[src/rtl/kbd_scan_pkg.sv]
package kbd_scan_pkg;
  localparam int KEY_ADDR_W = 6;

  typedef enum logic [1:0] {
    ST_HOLD  = 2'd0,
    ST_SET   = 2'd1,
    ST_CLEAR = 2'd2
  } kbd_state_act_e;
endpackage

[src/rtl/kbd_scan_timer.sv]
module kbd_scan_timer #(
  parameter int ADDR_W = 6,
  parameter int DWELL  = 64
) (
  input  logic              clk,
  input  logic              rst_n,
  input  logic              tick,
  input  logic              scan_en,
  output logic [ADDR_W-1:0] scan_addr,
  output logic              smp_stb
);
  logic              run;
  logic [ADDR_W-1:0] addr_q;

  assign run = tick && scan_en;

  generate
    if (DWELL > 1) begin : g_dwell
      localparam int CW = $clog2(DWELL);
      localparam logic [CW-1:0] LAST = CW'(DWELL - 1);
      logic [CW-1:0] cnt_q;

      always_ff @(posedge clk or negedge rst_n) begin
        if (!rst_n) begin
          cnt_q <= '0;
        end else if (run) begin
          cnt_q <= (cnt_q == LAST) ? '0 : cnt_q + 1'b1;
        end
      end

      assign smp_stb = run && (cnt_q == LAST);
    end else begin : g_nodwell
      assign smp_stb = run;
    end
  endgenerate

  always_ff @(posedge clk or negedge rst_n) begin
    if (!rst_n) begin
      addr_q <= '0;
    end else if (smp_stb) begin
      addr_q <= addr_q + 1'b1;
    end
  end

  assign scan_addr = addr_q;
endmodule

[src/rtl/kbd_debounce.sv]
module kbd_debounce
  import kbd_scan_pkg::*;
#(
  parameter int ADDR_W = 6
) (
  input  logic              clk,
  input  logic              rst_n,
  input  logic              smp_stb,
  input  logic [ADDR_W-1:0] smp_addr,
  input  logic              key_ret,
  input  logic              debounce_en,
  output logic              new_state,
  output logic              rise
);
  localparam int KEYS = 1 << ADDR_W;

  logic [KEYS-1:0] prev_v;
  logic [KEYS-1:0] acc_v;
  logic            prev_sel;
  logic            acc_sel;
  kbd_state_act_e  act;

  assign prev_sel = prev_v[smp_addr];
  assign acc_sel  = acc_v[smp_addr];

  always_comb begin
    if (!debounce_en) begin
      act = key_ret ? ST_SET : ST_CLEAR;
    end else if (key_ret && prev_sel) begin
      act = ST_SET;
    end else if (!key_ret && !prev_sel) begin
      act = ST_CLEAR;
    end else begin
      act = ST_HOLD;
    end
  end

  always_comb begin
    case (act)
      ST_SET:   new_state = 1'b1;
      ST_CLEAR: new_state = 1'b0;
      default:  new_state = acc_sel;
    endcase
  end

  assign rise = smp_stb && new_state && !acc_sel;

  generate
    for (genvar i = 0; i < KEYS; i++) begin : g_key
      logic wr;
      logic prev_q;
      logic acc_q;

      assign wr = smp_stb && (smp_addr == ADDR_W'(i));

      always_ff @(posedge clk or negedge rst_n) begin
        if (!rst_n) begin
          prev_q <= 1'b0;
          acc_q  <= 1'b0;
        end else if (wr) begin
          prev_q <= key_ret;
          acc_q  <= new_state;
        end
      end

      assign prev_v[i] = prev_q;
      assign acc_v[i]  = acc_q;
    end
  endgenerate
endmodule

[src/rtl/kbd_event.sv]
module kbd_event #(
  parameter int                ADDR_W     = 6,
  parameter logic [ADDR_W-1:0] SHIFT_SLOT = 62,
  parameter logic [ADDR_W-1:0] CTRL_SLOT  = 63
) (
  input  logic              clk,
  input  logic              rst_n,
  input  logic              smp_stb,
  input  logic [ADDR_W-1:0] smp_addr,
  input  logic              mod_ret,
  input  logic              rise,
  input  logic              new_state,
  input  logic              key_ready,
  input  logic              stat_clr,
  output logic              key_valid,
  output logic [ADDR_W+1:0] key_code,
  output logic              held,
  output logic              shift_dn,
  output logic              overrun,
  output logic              acc_stb
);
  logic              vld_q;
  logic [ADDR_W+1:0] code_q;
  logic [ADDR_W-1:0] last_q;
  logic              held_q;
  logic              shift_q;
  logic              ctrl_q;
  logic              ovr_q;
  logic              xfer;

  assign acc_stb = rise;
  assign xfer    = vld_q && key_ready;

  always_ff @(posedge clk or negedge rst_n) begin
    if (!rst_n) begin
      shift_q <= 1'b0;
      ctrl_q  <= 1'b0;
    end else if (smp_stb) begin
      if (smp_addr == SHIFT_SLOT) shift_q <= mod_ret;
      if (smp_addr == CTRL_SLOT)  ctrl_q  <= mod_ret;
    end
  end

  always_ff @(posedge clk or negedge rst_n) begin
    if (!rst_n) begin
      vld_q  <= 1'b0;
      code_q <= '0;
      last_q <= '0;
    end else if (acc_stb) begin
      vld_q  <= 1'b1;
      code_q <= {ctrl_q, shift_q, smp_addr};
      last_q <= smp_addr;
    end else if (xfer) begin
      vld_q <= 1'b0;
    end
  end

  always_ff @(posedge clk or negedge rst_n) begin
    if (!rst_n) begin
      held_q <= 1'b0;
    end else if (acc_stb) begin
      held_q <= 1'b1;
    end else if (smp_stb && (smp_addr == last_q) && !new_state) begin
      held_q <= 1'b0;
    end
  end

  always_ff @(posedge clk or negedge rst_n) begin
    if (!rst_n) begin
      ovr_q <= 1'b0;
    end else if (acc_stb && vld_q && !key_ready) begin
      ovr_q <= 1'b1;
    end else if (stat_clr) begin
      ovr_q <= 1'b0;
    end
  end

  assign key_valid = vld_q;
  assign key_code  = code_q;
  assign held      = held_q;
  assign shift_dn  = shift_q;
  assign overrun   = ovr_q;
endmodule

[src/rtl/kbd_matrix_scanner.sv]
module kbd_matrix_scanner
  import kbd_scan_pkg::*;
#(
  parameter int                ADDR_W     = KEY_ADDR_W,
  parameter int                DWELL      = 64,
  parameter logic [ADDR_W-1:0] SHIFT_SLOT = 62,
  parameter logic [ADDR_W-1:0] CTRL_SLOT  = 63
) (
  input  logic              clk,
  input  logic              rst_n,
  input  logic              tick,
  input  logic              scan_en,
  input  logic              debounce_en,
  output logic [ADDR_W-1:0] scan_addr,
  input  logic              key_ret,
  input  logic              mod_ret,
  output logic              key_valid,
  input  logic              key_ready,
  output logic [ADDR_W+1:0] key_code,
  output logic              irq,
  output logic              held_n,
  output logic              shift_n,
  output logic              overrun_n,
  input  logic              stat_clr
);
  logic smp_stb;
  logic new_state;
  logic rise;
  logic acc_stb;
  logic held;
  logic shift_dn;
  logic overrun;

  kbd_scan_timer #(
    .ADDR_W(ADDR_W),
    .DWELL (DWELL)
  ) timer_i (
    .clk      (clk),
    .rst_n    (rst_n),
    .tick     (tick),
    .scan_en  (scan_en),
    .scan_addr(scan_addr),
    .smp_stb  (smp_stb)
  );

  kbd_debounce #(
    .ADDR_W(ADDR_W)
  ) debounce_i (
    .clk        (clk),
    .rst_n      (rst_n),
    .smp_stb    (smp_stb),
    .smp_addr   (scan_addr),
    .key_ret    (key_ret),
    .debounce_en(debounce_en),
    .new_state  (new_state),
    .rise       (rise)
  );

  kbd_event #(
    .ADDR_W    (ADDR_W),
    .SHIFT_SLOT(SHIFT_SLOT),
    .CTRL_SLOT (CTRL_SLOT)
  ) event_i (
    .clk      (clk),
    .rst_n    (rst_n),
    .smp_stb  (smp_stb),
    .smp_addr (scan_addr),
    .mod_ret  (mod_ret),
    .rise     (rise),
    .new_state(new_state),
    .key_ready(key_ready),
    .stat_clr (stat_clr),
    .key_valid(key_valid),
    .key_code (key_code),
    .held     (held),
    .shift_dn (shift_dn),
    .overrun  (overrun),
    .acc_stb  (acc_stb)
  );

  assign irq       = key_valid;
  assign held_n    = ~held;
  assign shift_n   = ~shift_dn;
  assign overrun_n = ~overrun;
endmodule

[config.mk]
export PLATFORM = sky130hd
export DESIGN_NAME = kbd_matrix_scanner
export DESIGN_NICKNAME = d
export VERILOG_FILES = /design/src/rtl/kbd_scan_pkg.sv /design/src/rtl/kbd_scan_timer.sv /design/src/rtl/kbd_debounce.sv /design/src/rtl/kbd_event.sv /design/src/rtl/kbd_matrix_scanner.sv
export SDC_FILE = /design/constraint.sdc
export NUM_CORES = 1
export LEC_CHECK = 0
export CAP_MARGIN = 30
export CORE_MARGIN = 2
export CORE_UTILIZATION = 55
export CTS_CLUSTER_DIAMETER = 30
export DETAILED_ROUTE_END_ITERATION = 8
export PLACE_DENSITY = 0.83
export SYNTH_ARGS = -nofsm -noshare
export SYNTH_HDL_FRONTEND = slang
export SYNTH_SLANG_ARGS = --single-unit
[constraint.sdc]
create_clock -name clk -period 3.7 [get_ports clk]
set_input_delay 0.74 -clock clk [delete_from_list [all_inputs] [get_ports clk]]
set_output_delay 0.74 -clock clk [all_outputs]
set_load 0.005 [all_outputs]
==> run_results.csv <==
group,metric,value,unit
run_status,status,"finished clean",
floorplan,core-area,13300,um2
floorplan,initial_core_util,56.6,%
hold_path,hold_path_class,"primary input to async pin",
floorplan,die-area,14700,um2
power,power.switching,1.01,mW
cts,cts_buffers,17,
grt,grt_use_total,25.1,%
timing,finalClockSkew,0.00642,ns
timing,post-route-period-util,94.2,%
finish,layout.nets,609,
power,p_leak,3.99,nW
setup_path,path_max_fanout,18,
grt,grt_pass1_wl,28000,um
place,gp_congestion,0.888,
yosys,synth.largest_area_cell,"dfrtp_1",
timing,setup_viol,0,
finish,final_layout_size_suffix_gt1_share,37.2,%
cts,cts_tree,"built",
floorplan,die_x,121,um
cts,clk_latency,0.43,ns
setup_path,start_kind,"register",
setup_path,path_common_cell,"mux4_2",
timing,setup_slack,0.213,ns
drt,routedWlPerCell,22.1,um
setup_path,cp_slowest_stage_delay,0.51,ns
cts,clkTransAtPathRegs,0.06,ns
power,p_int,2.96,mW
grt,grt-ovfl-total,0,
yosys,netlist_instances,573,
timing,hold_viol_final,0,
power,power_density,462,nW/um2
cts,post-cts-setup-buffers,0,
cts,clockBufferDepth,2,
timing,whs,0.380,ns
timing,rsz0062_at_grt,"false",
floorplan,fp-row-count,42,
place,dp_hpwl,11200,um
timing,fin_tns_setup,0,ns
yosys,synthTopCellsByArea,"dfrtp_1 51%, mux2_2 20%, mux4_2 9.5%, nor2_1 2.4%, nand3_1 2.1%",
floorplan,pin_count,28,
place,place_ws,0.107,ns
finish,final_util,64.5,%
drt,dr.pass1.iters,5,
finish,stdcell_area,8600,um2
timing,min_period,3.49,ns
drt,drt-initial-drc-count,607,
setup_path,critPathRequiredTime,4.00,ns
power,clkPwrFrac,45.1,%
yosys,syn-cell-area,7550,um2
place,place_area,7970,um2
yosys,synthArstFlopShare,100,%
setup_path,end_kind,"register",
yosys,yosysTopAreaCellShare,50.7,%
timing,fmax,0.287,GHz
yosys,synth.distinct_cells,44,
finish,syn2layout_area_growth,14.0,%
drt,vias,4934,
finish,n_antenna_cell,0,
grt,antenna_found_initial,0,
yosys,synth_most_common_cell,"dfrtp_1",
power,seqPwrFrac,44.5,%
timing,report.final.slew_viol_count,0,
finish,finalNonFillerCells,783,
yosys,seq_area_frac_synth,50.7,%
grt,grt_max_degree,92,
setup_path,cp_cell_sequence,"buf_12, mux4_2, mux4_2, nor2b_1, o31ai_1, nand2b_1, ha_1, nand2b_2, nor2_4, o21ai_4, mux2_1",
yosys,synth_common_cells,"153 x dfrtp_1, 133 x mux2_2, 49 x nor2_1",
power,p_comb_share,10.5,%
timing,slew_headroom,31.3,%
drt,drc_errors,0,
yosys,synth_nets,588,
drt,final_antenna_net_count,0,
drt,viasPerCell,6.30,
power,totalPowerFinal,3.98,mW
timing,worst_pin_slew,1.03,ns
setup_path,crit_type,"register to register",
job,cap_violations,0,
drt,totalWireLength,17300,um
setup_path,crit_slowest_cell,"mux4_2",
place,port-buffer-count,27,
cts,cts_sinks,153,
floorplan,die_height,121,um
grt,grt_pass1_vias,5100,
yosys,ys_warn_count,0,
yosys,synth_ff_type,"dfrtp_1",
power,swShare,25.4,%
yosys,syn_area_per_cell,13.2,um2
cts,htreeDepth,4,
place,dp_cells,751,
setup_path,arrival,3.79,ns
yosys,synth.ff_latch_count,153,
yosys,synth_edf_count,0,
cts,clockRootBuffer,"clkbuf_16",
power,ir_worst_vdd,0.351,mV
cell usage in the layout, fill, tap and decap left out, drive strengths merged, types with 2 or more instances in the layout:
cell           instances
nand2b                 6
a22oi                  6
nor3                   5
dfrtp                153
xnor2                 12
bufinv                 3
o21ai                  8
nor2b                  5
xor2                   3
o221ai                 2
a221o                  2
clkinvlp               4
buf                   20
nand3                 32
a21oi                  4
nor3b                  2
ha                     6
nor2                  49
nand2                 28
o211ai                 2
clkbuf                19
and3b                  2
inv                   11
mux2i                  4
and3                   2
clkinv                 4
or4                    2
mux2                 142
clkdlybuf4s50         25
nand4                  4
mux4                  32
state kept, by name, indices dropped and copies added, names as in the netlist:
| register | cells |
|---|---|
| debounce_i.g_key.acc_q | 64 |
| debounce_i.g_key.prev_q | 64 |
| timer_i.g_dwell.cnt_q | 6 |
| timer_i.scan_addr | 6 |
| event_i.last_q | 5 |
| event_i.key_code | 3 |
| event_i.ctrl_q | 1 |
| event_i.held | 1 |
| event_i.key_valid | 1 |
| event_i.overrun | 1 |
| event_i.shift_dn | 1 |
routing by layer:
metal  up-vias  track usage, %  wire [um]
met3        49            5.45        989
li1       2117               -          -
met4         0            11.0        600
met1      2568            33.5       7250
met5         -               0          0
met2       200            40.0       8430
logic make-up (layout without fill, tap and decap cells):
| family | Yosys count | in the layout | share of synthesized area [%] |
|---|---|---|---|
| multiplexers | 178 | 178 | 31.3 |
| buffers and inverters | 52 | 86 | 3.68 |
| AND/OR/NAND/NOR | 140 | 140 | 8.80 |
| XOR/XNOR | 15 | 15 | 1.74 |
| flip-flops | 153 | 153 | 50.7 |
| AO/OA/AOI/OAI | 29 | 29 | 2.82 |
| adder cells (fa/ha/maj) | 6 | 6 | 0.994 |
worst max-delay path, delay by kind of cell, from the launching register on:
| kind | cells | cell delay, ns |
|---|---|---|
| DFF | 1 | 0.39 |
| AOI/OAI and AO/OA | 2 | 0.40 |
| muxes | 3 | 1.37 |
| adders and majority gates | 1 | 0.33 |
| buffers and inverters | 1 | 0.18 |
| and+or+nand+nor | 4 | 0.67 |
power by group through the flow:
| stage | combinational [mW] | clock (mW) | sequential (mW) |
|---|---|---|---|
| global placement | 0.395 | 0 | 1.79 |
| CTS | 0.415 | 1.80 | 1.77 |
| floorplan | 0.289 | 0 | 1.78 |
| finish | 0.416 | 1.79 | 1.77 |
| detailed placement | 0.410 | 0 | 1.80 |
| global route | 0.457 | 1.88 | 1.77 |
timing repair:
action                     in CTS  in global routing
setup endpoints to repair       0                  9
gates resized for setup         0                  6
hold buffers                    0                  0
path summary, 6_finish.rpt:
kind / start / end / slack, ns / cells past startpoint
max in group asynchronous: rst_n / debounce_i.g_key[13].prev_q / 2.43 / 2
min in group clk: event_i.held / event_i.held / 0.49 / 1
worst min-delay path: rst_n / timer_i.g_dwell.cnt_q[1] / 0.38 / 1
worst max-delay path: timer_i.scan_addr[0] / event_i.key_code[5] / 0.21 / 11
worst max register to register: timer_i.scan_addr[0] / event_i.key_code[5] / 0.21 / 11
worst min register to register: event_i.held / event_i.held / 0.49 / 1
layout make-up:
class / instances / area (um2)
fill: 906 / 4740
inverter: 9 / 33.8
timing repair buffer: 45 / 443
multi-input combinational: 368 / 3460
clock buffer: 19 / 443
tap: 176 / 220
clock inverter: 13 / 169
sequential: 153 / 3830
No activity file was read; power rests on OpenSTA's default activity.
